`src/rtl/fpwm_pkg.sv`:
```
package fpwm_pkg;
  typedef enum logic [1:0] {
    COM_OFF    = 2'd0,
    COM_RSVD   = 2'd1,
    COM_NONINV = 2'd2,
    COM_INV    = 2'd3
  } com_mode_e;

  // log2 of the division ratio; select 7 (halt) maps to 0
  function automatic int unsigned presc_shift(input logic [2:0] sel);
    case (sel)
      3'd0:    return 0;
      3'd1:    return 3;
      3'd2:    return 5;
      3'd3:    return 6;
      3'd4:    return 7;
      3'd5:    return 8;
      3'd6:    return 10;
      default: return 0;
    endcase
  endfunction
endpackage

```
`src/rtl/fpwm_prescaler.sv`:
```
module fpwm_prescaler #(
  parameter int unsigned PRE_W = 10
) (
  input  logic       clk_i,
  input  logic       rst_ni,
  input  logic [2:0] sel_i,
  output logic       tick_o
);
  import fpwm_pkg::*;

  logic [PRE_W-1:0] pre_q;
  logic [PRE_W-1:0] mask;
  logic             halt;

  assign halt = (sel_i == 3'd7);

  always_comb begin
    mask = PRE_W'((32'd1 << presc_shift(sel_i)) - 32'd1);
  end

  assign tick_o = !halt && ((pre_q & mask) == mask);

  always_ff @(posedge clk_i or negedge rst_ni) begin
    if (!rst_ni)    pre_q <= '0;
    else if (!halt) pre_q <= pre_q + 1'b1;
  end
endmodule

```
`src/rtl/fpwm_count_unit.sv`:
```
module fpwm_count_unit #(
  parameter int unsigned CNT_W = 8
) (
  input  logic             clk_i,
  input  logic             rst_ni,
  input  logic             tick_i,
  input  logic             wr_i,
  input  logic [CNT_W-1:0] data_i,
  output logic [CNT_W-1:0] cnt_o,
  output logic [CNT_W-1:0] act_o,
  output logic             wrap_o,
  output logic             match_o
);
  localparam logic [CNT_W-1:0] MAX_V = {CNT_W{1'b1}};

  logic [CNT_W-1:0] cnt_q, buf_q, act_q;

  assign wrap_o  = tick_i && (cnt_q == MAX_V);
  assign match_o = tick_i && (cnt_q == act_q);
  assign cnt_o   = cnt_q;
  assign act_o   = act_q;

  always_ff @(posedge clk_i or negedge rst_ni) begin
    if (!rst_ni) begin
      cnt_q <= '0;
      buf_q <= '0;
      act_q <= '0;
    end else begin
      if (tick_i) cnt_q <= wrap_o ? '0 : cnt_q + 1'b1;
      if (wr_i)   buf_q <= data_i;
      if (wrap_o) act_q <= buf_q;  // double buffer: load only at wrap
    end
  end
endmodule

```
`src/rtl/fpwm_wave_unit.sv`:
```
module fpwm_wave_unit (
  input  logic       clk_i,
  input  logic       rst_ni,
  input  logic       wrap_i,
  input  logic       match_i,
  input  logic [1:0] com_i,
  input  logic       dir_i,
  output logic       wave_o,
  output logic       pin_o,
  output logic       pin_oe_o
);
  import fpwm_pkg::*;

  com_mode_e mode;
  logic      pwm_on, set_lvl, wave_q;

  assign mode    = com_mode_e'(com_i);
  assign pwm_on  = (mode == COM_NONINV) || (mode == COM_INV);
  assign set_lvl = (mode == COM_NONINV);

  always_ff @(posedge clk_i or negedge rst_ni) begin
    if (!rst_ni) wave_q <= 1'b0;
    else if (pwm_on) begin
      if (wrap_i)       wave_q <= set_lvl;   // wrap wins on coincidence
      else if (match_i) wave_q <= !set_lvl;
    end
  end

  assign wave_o   = wave_q;
  assign pin_oe_o = pwm_on && dir_i;
  assign pin_o    = pin_oe_o && wave_q;
endmodule

```
`src/rtl/fpwm_flag.sv`:
```
module fpwm_flag (
  input  logic clk_i,
  input  logic rst_ni,
  input  logic set_i,
  input  logic clr_i,
  input  logic ie_i,
  output logic flag_o,
  output logic irq_o
);
  logic flag_q;

  always_ff @(posedge clk_i or negedge rst_ni) begin
    if (!rst_ni)    flag_q <= 1'b0;
    else if (set_i) flag_q <= 1'b1;
    else if (clr_i) flag_q <= 1'b0;
  end

  assign flag_o = flag_q;
  assign irq_o  = flag_q && ie_i;
endmodule

```
`src/rtl/fpwm_timer.sv`:
```
module fpwm_timer #(
  parameter int unsigned CNT_W = 8,
  parameter int unsigned PRE_W = 10
) (
  input  logic             clk_i,
  input  logic             rst_ni,
  input  logic [2:0]       presc_sel_i,
  input  logic             cmp_wr_i,
  input  logic [CNT_W-1:0] cmp_data_i,
  input  logic [1:0]       com_mode_i,
  input  logic             pin_dir_i,
  input  logic             ovf_clr_i,
  input  logic             cmp_clr_i,
  input  logic             ovf_ie_i,
  input  logic             cmp_ie_i,
  output logic [CNT_W-1:0] cnt_o,
  output logic             wave_o,
  output logic             pin_o,
  output logic             pin_oe_o,
  output logic             ovf_flag_o,
  output logic             cmp_flag_o,
  output logic             ovf_irq_o,
  output logic             cmp_irq_o
);
  localparam int unsigned N_FLAGS = 2;

  logic             tick_w, wrap_w, match_w;
  logic [CNT_W-1:0] act_w;
  logic [N_FLAGS-1:0] set_w, clr_w, ie_w, flag_w, irq_w;

  fpwm_prescaler #(.PRE_W(PRE_W)) u_pre (
    .clk_i, .rst_ni, .sel_i(presc_sel_i), .tick_o(tick_w)
  );

  fpwm_count_unit #(.CNT_W(CNT_W)) u_cnt (
    .clk_i, .rst_ni, .tick_i(tick_w), .wr_i(cmp_wr_i), .data_i(cmp_data_i),
    .cnt_o, .act_o(act_w), .wrap_o(wrap_w), .match_o(match_w)
  );

  fpwm_wave_unit u_wave (
    .clk_i, .rst_ni, .wrap_i(wrap_w), .match_i(match_w), .com_i(com_mode_i),
    .dir_i(pin_dir_i), .wave_o, .pin_o, .pin_oe_o
  );

  assign set_w = {match_w, wrap_w};
  assign clr_w = {cmp_clr_i, ovf_clr_i};
  assign ie_w  = {cmp_ie_i, ovf_ie_i};

  for (genvar g = 0; g < N_FLAGS; g++) begin : g_flag
    fpwm_flag u_flag (
      .clk_i, .rst_ni, .set_i(set_w[g]), .clr_i(clr_w[g]), .ie_i(ie_w[g]),
      .flag_o(flag_w[g]), .irq_o(irq_w[g])
    );
  end

  assign ovf_flag_o = flag_w[0];
  assign cmp_flag_o = flag_w[1];
  assign ovf_irq_o  = irq_w[0];
  assign cmp_irq_o  = irq_w[1];
endmodule

```
`config.mk`:
```
export PLATFORM = sky130hd
export DESIGN_NAME = fpwm_timer
export DESIGN_NICKNAME = d
export VERILOG_FILES = /design/src/rtl/fpwm_pkg.sv /design/src/rtl/fpwm_prescaler.sv /design/src/rtl/fpwm_count_unit.sv /design/src/rtl/fpwm_wave_unit.sv /design/src/rtl/fpwm_flag.sv /design/src/rtl/fpwm_timer.sv
export SDC_FILE = /design/constraint.sdc
export NUM_CORES = 1
export LEC_CHECK = 0
export CORE_MARGIN = 4
export CORE_UTILIZATION = 51
export CTS_CLUSTER_DIAMETER = 120
export DETAILED_ROUTE_END_ITERATION = 8
export GPL_ROUTABILITY_DRIVEN = 0
export HOLD_SLACK_MARGIN = 0.03
export PLACE_DENSITY = 0.8
export SLEW_MARGIN = 20
export SYNTH_ARGS = -nofsm -noshare
export SYNTH_HDL_FRONTEND = slang
export SYNTH_SLANG_ARGS = --single-unit
export TNS_END_PERCENT = 1
```
`constraint.sdc`:
```
create_clock -name clk_i -period 2.6 [get_ports clk_i]
set_input_delay 0.52 -clock clk_i [delete_from_list [all_inputs] [get_ports clk_i]]
set_output_delay 0.52 -clock clk_i [all_outputs]
set_load 0.1 [all_outputs]
```
* Yosys cells after proc, flatten, opt, wreduce, memory -nomap -nowiden
Cells that the tools add are included. W data, S select, Z words.
Cells by class: $add $sub $neg 3, eq/ne operators 12, shift operators 1, multiplexer cells 8, bitwise gates (word level) 1, reduce and logical (&&, ||, !) cells 14
Operators by type and width (count):
- $pmux W4 S6 | 1
- $eq A3 B3 Y1 const B | 4
- $add A10 B1 Y10 const B | 1
- $and A10 B10 Y10 | 1
- $eq A10 B10 Y1 | 1
- $shl A1 B4 Y10 const A | 1
- $sub A10 B1 Y10 const B | 1
- $add A8 B1 Y8 const B | 1
- $eq A8 B8 Y1 | 1
- $eq A8 B8 Y1 const B | 1
- $mux W8 | 1
- $logic_and A1 B1 Y1 | 7
- $eq A3 B2 Y1 const B | 2
- $mux W1 | 6
- $reduce_bool A2 Y1 | 3
- $eq A2 B2 Y1 const B | 2
- $eq A3 B1 Y1 const B | 1
- $logic_not A1 Y1 | 2
- $reduce_and A2 Y1 | 1
- $logic_or A1 B1 Y1 | 1
Storage, ports and cells: register bits after elaboration 37, input port bits 21, output and inout port bits 15, word-level logic and storage cells 46

* Longest topological paths before layout
Gate-level depths: netlist of run 1.
word-level depth 10, gate-level depth with buffers 9, gate-level depth less buffers 8

* Hierarchy
From an unflattened synthesis of run 1, not the netlist that was laid out.
Unflattened totals: cells, all modules 161, area, all modules 1873.0 um^2
By module, submodules not included:
- fpwm_count_unit | instances 1, cells an instance 84, area an instance 1131.1 um^2, sequential area each 600.6 um^2
- fpwm_prescaler | instances 1, cells an instance 59, area an instance 581.8 um^2, sequential area each 250.2 um^2
- fpwm_flag | instances 2, cells an instance 4, area an instance 42.5 um^2, sequential area each 25.0 um^2
- fpwm_wave_unit | instances 1, cells an instance 10, area an instance 75.1 um^2, sequential area each 25.0 um^2

* Worst setup path before layout of run 1
Ideal clock, no wire load.
path kind input port to flip-flop, start input presc_sel_i[0], end register u_cnt.act_q[0], in the netlist u_cnt.act_o[0], setup time 125 ps, data arrival time 2510 ps, data required time 2475 ps, setup slack -35 ps, stages 9, path buffers 1, cell sequence or3_1 and2_4 ha_1 nor2b_1 o21ai_0 nand4_1 clkbuf_1 nor4_4 mux2_2
Between the ends: cells in the longest elaborated chain, start to end 8, elaborated cells on any way between the ends 15, those cells by class add/sub: 1; eq/ne: 8; shift: 1; mux: 1; bitwise: 1; reduce/logical: 3
RTL lines:
- start: declaration | RTL line fpwm_timer.sv:7 | input logic [2:0] presc_sel_i,
- $eq A3 B3 Y1, or another cell as far along | RTL line fpwm_pkg.sv:11 | case (sel)
- $pmux W4 S6 | RTL line fpwm_pkg.sv:11
- $shl A1 B4 Y10 | RTL line fpwm_prescaler.sv:18 | mask = PRE_W'((32'd1 << presc_shift(sel_i)) - 32'd1);
- $sub A10 B1 Y10 | RTL line fpwm_prescaler.sv:18
- $and A10 B10 Y10 | RTL line fpwm_prescaler.sv:21 | assign tick_o = !halt && ((pre_q & mask) == mask);
- $eq A10 B10 Y1 | RTL line fpwm_prescaler.sv:21
- $logic_and A1 B1 Y1 * | RTL line fpwm_prescaler.sv:21
- $logic_and A1 B1 Y1 * | RTL line fpwm_count_unit.sv:18 | assign wrap_o = tick_i && (cnt_q == MAX_V);
- end signal: assignment | RTL line fpwm_count_unit.sv:31 | if (wrap_o) act_q <= buf_q;
- end: declaration | RTL line fpwm_count_unit.sv:16 | logic [CNT_W-1:0] cnt_q, buf_q, act_q;
Mark *: on every way between the ends. The rest lies on a longest branch, timed or not. A chain may end at the register's enable or synchronous reset.

* Worst setup path after layout of run 1
Ends and elaborated chain as after synthesis.

==> results.md, run 1 <==
* Outcome: finished clean
* First drt pass iteration count at 4
* Fin crit share at 0.980
* Pleak at about 1.2 nW
* Critical path fanouts, max at 4
* CP cell instances: clkdlybuf4s15_1, or3_1, and2_4, ha_4, nor2b_1, o21ai_1, nand4_1, buf_4, nor4_4, buf_4, clkbuf_16, mux2_4
* Die height at around 68 µm
* Slew HR at 0.668
* Multi-input logic area at ~940 µm²
* Worst skew pair latency at ~0.30 ns
* Synth async-reset ratio at 1.00
* HP Class: reg2reg
* PortBufs at 35
* Final wirelength at about 4400 µm
* Clock Sink Count at 37
* Largest delay contributor family on the critical path: simple AND/OR/NAND/NOR gates
* Cells after Synth at approximately 160
* Synth Flop Type: dfrtp_1
* Layout cells sized above 1 at 0.326
* Drc violations at 0
* Initial DRC count at between 100 and 150
* WP data arrival at ~2.7 ns
* Clock buffer depth at 2
* Clock transition at path regs at approximately 0.070 ns
* Initial antenna violation count at 0
* Critical Path Start Type: input pin
* Remaining global-route overflow at 0
* Kind of end point of the critical path: register
* Power Density at around 900 nW/µm²
* Register area at slightly above 900 µm²
* Routed vias/inst at between 5 and 6
* Effective utilization at floorplan at 0.541
* WL/cell at 17.0 µm
* Die extent in x at 68.4 µm
* CP max stage cell: or3_1
* Post-synthesis sequential area ratio at 0.497
* Count of pins over their slew limit at 0
* Worst path max stage delay at 0.32 ns
* Row Count at 21
* Crit Path Class: in2reg
* Number of routed nets with antenna violations at 0
* Most common cell after layout, fill and taps aside: dfrtp_1
* Number of global-route vias before repair at approximately 1600
* Via count at approximately 1500
* Total CTS buffers at 5
* Yosys cell types at 38
* CTS tree: done
* Hold_buf cts at 0
* Commonest cells after routing, fill and taps aside: dfrtp_1 (35), buf_4 (23), clkdlybuf4s50_1 (17)
* Fmax at 0.392 GHz
* Total GRT Usage at 0.220
* Worst Tran Pin Value at slightly below 0.5 ns
* Diode count at 0
* Data required time of the worst path at roughly 2.8 ns
* Maxcap violations at 0
* Worst Path Buf+Inv at 4
* Total power at between 2 and 2.5 mW
* Final Hold Vio Count at 0
* Global-route wire length before repair at around 7500 µm
* CTS H-Tree Depth at 2
* Synth warn at 0
* Post-synth EDFFs at 0
* Largest net degree at the start of global routing at 38
* Synth Area per Inst at between 10 and 15 µm²
* CP dominant cell by count: buf_4
* Min cycle time layout at around 2.5 ns
* Core area at 3440 µm²
* Skew final at between 0.006 and 0.007 ns
* Hold_ws at approximately 0.48 ns
* Register bit total from synthesis at 37
* Filler cells at approximately 220
* Layout area overhead at 38.6%
* Die area at ~4700 µm²
* # nets final at ~240
* Mapped Nets at around 190
* Final setup violation count at 0
* Post-DP HPWL at approximately 3100 µm
* Area of the mapped netlist at 1860 µm²
* IR drop worst, VDD at around 0.00046 V
* Root buf cell: clkbuf_8
* IO Pins at 36
synthesized netlist by cell type (2+ instances only):
cell type,instances,area [µm²]
and3_1,3,18.8
nor4_1,2,12.5
nor2_1,7,26.3
or2_2,2,12.5
xor2_1,5,43.8
o21ai_0,2,10.0
o41ai_1,5,43.8
nand2_1,10,37.5
dfrtp_1,37,926
nand3_1,6,30.0
xnor2_1,15,131
mux2_2,18,203
nand4_1,7,43.8
or3_1,2,12.5
ha_1,3,37.5
clkbuf_1,4,15.0
nand4b_1,2,17.5
o22ai_1,2,12.5
a21o_1,2,15.0
and2_1,4,25.0
inv_1,7,26.3
cell families after synthesis:
family | synth area share
AND/OR/NAND/NOR | 0.161
other | 0.00201
buffers and inverters | 0.0282
multiplexers | 0.109
XOR/XNOR | 0.0941
adder cells (fa/ha/maj) | 0.0202
AO/OA/AOI/OAI | 0.0887
flip-flops | 0.497
flip-flops by register name, indices dropped and copies added (netlist names):
signal and cells:
g_flag.u_flag.flag_o 2, u_cnt.act_o 8, u_cnt.buf_q 8, u_cnt.cnt_o 8, u_pre.pre_q 10, u_wave.wave_o 1
power by group:
group          leakage (nW)  total, mW  switching, mW  internal [mW]
registers             0.469      0.865          0.177          0.688
logic                 0.620      0.862          0.545          0.317
clock network        0.0681      0.592          0.211          0.381
cell type report:
cell class / instances / share of cell area
Multi-Input combinational cell: 113 / 0.366
Clock inverter: 3 / 0.0252
Sequential cell: 37 / 0.360
Clock buffer: 5 / 0.0267
Tap cell: 46 / 0.0223
Timing Repair Buffer: 50 / 0.190
Inverter: 7 / 0.0102
final timing paths:
check                                from              to  slack [ns]  cells past startpoint
max                        presc_sel_i[0]  u_cnt.act_o[0]        0.05                     12
min                        u_pre.pre_q[9]  u_pre.pre_q[9]        0.48                      1
max reg2reg                u_cnt.cnt_o[0]   u_wave.wave_o        0.24                      6
min reg2reg                u_pre.pre_q[9]  u_pre.pre_q[9]        0.48                      1
max in group asynchronous          rst_ni  u_cnt.cnt_o[0]        1.61                      2
min in group asynchronous          rst_ni  u_cnt.cnt_o[7]        0.66                      2
layer usage:
layer	up-vias	global-route usage	routed length, µm
met5	-	0	0
met4	0	0.0968	121
met3	13	0.0558	249
met2	56	0.364	2140
met1	709	0.268	1930
li1	683	-	-
through the flow:
stage | area (µm²) | cells | setup WS [ns] | setup TNS (ns) | utilization
2_1_floorplan | 1920 | 162 | 0.0147 | 0 | -
3_3_place_gp | 2370 | 246 | -0.362 | -4.99 | 0.690
3_5_place_dp | 2370 | 246 | -0.517 | -6.32 | 0.690
4_1_cts | 2590 | 259 | 0.0382 | 0 | 0.753
5_1_grt | 2580 | 261 | -0.0376 | -0.107 | 0.750
6_report | 2580 | 261 | 0.0522 | 0 | 0.750
what timing repair did:
action                                  CTS  global route
cloned                                    1             0
buffers inserted                          4             3
endpoints found under the setup margin   13             8
resized for setup                         9             6
pin swaps                                 6             3
Note: power is estimated with default switching activity, not from simulation.
==> run 2: changes to the inputs <==
--- a/config.mk
+++ b/config.mk
@@ -10,7 +10,7 @@
 export CTS_CLUSTER_DIAMETER = 120
 export DETAILED_ROUTE_END_ITERATION = 8
 export GPL_ROUTABILITY_DRIVEN = 0
-export HOLD_SLACK_MARGIN = 0.03
+export HOLD_SLACK_MARGIN = 0.12
 export PLACE_DENSITY = 0.8
 export SLEW_MARGIN = 20
 export SYNTH_ARGS = -nofsm -noshare
==> results of run 2 <==
The final DEF is identical to that of run 1; final timing and power are the same.
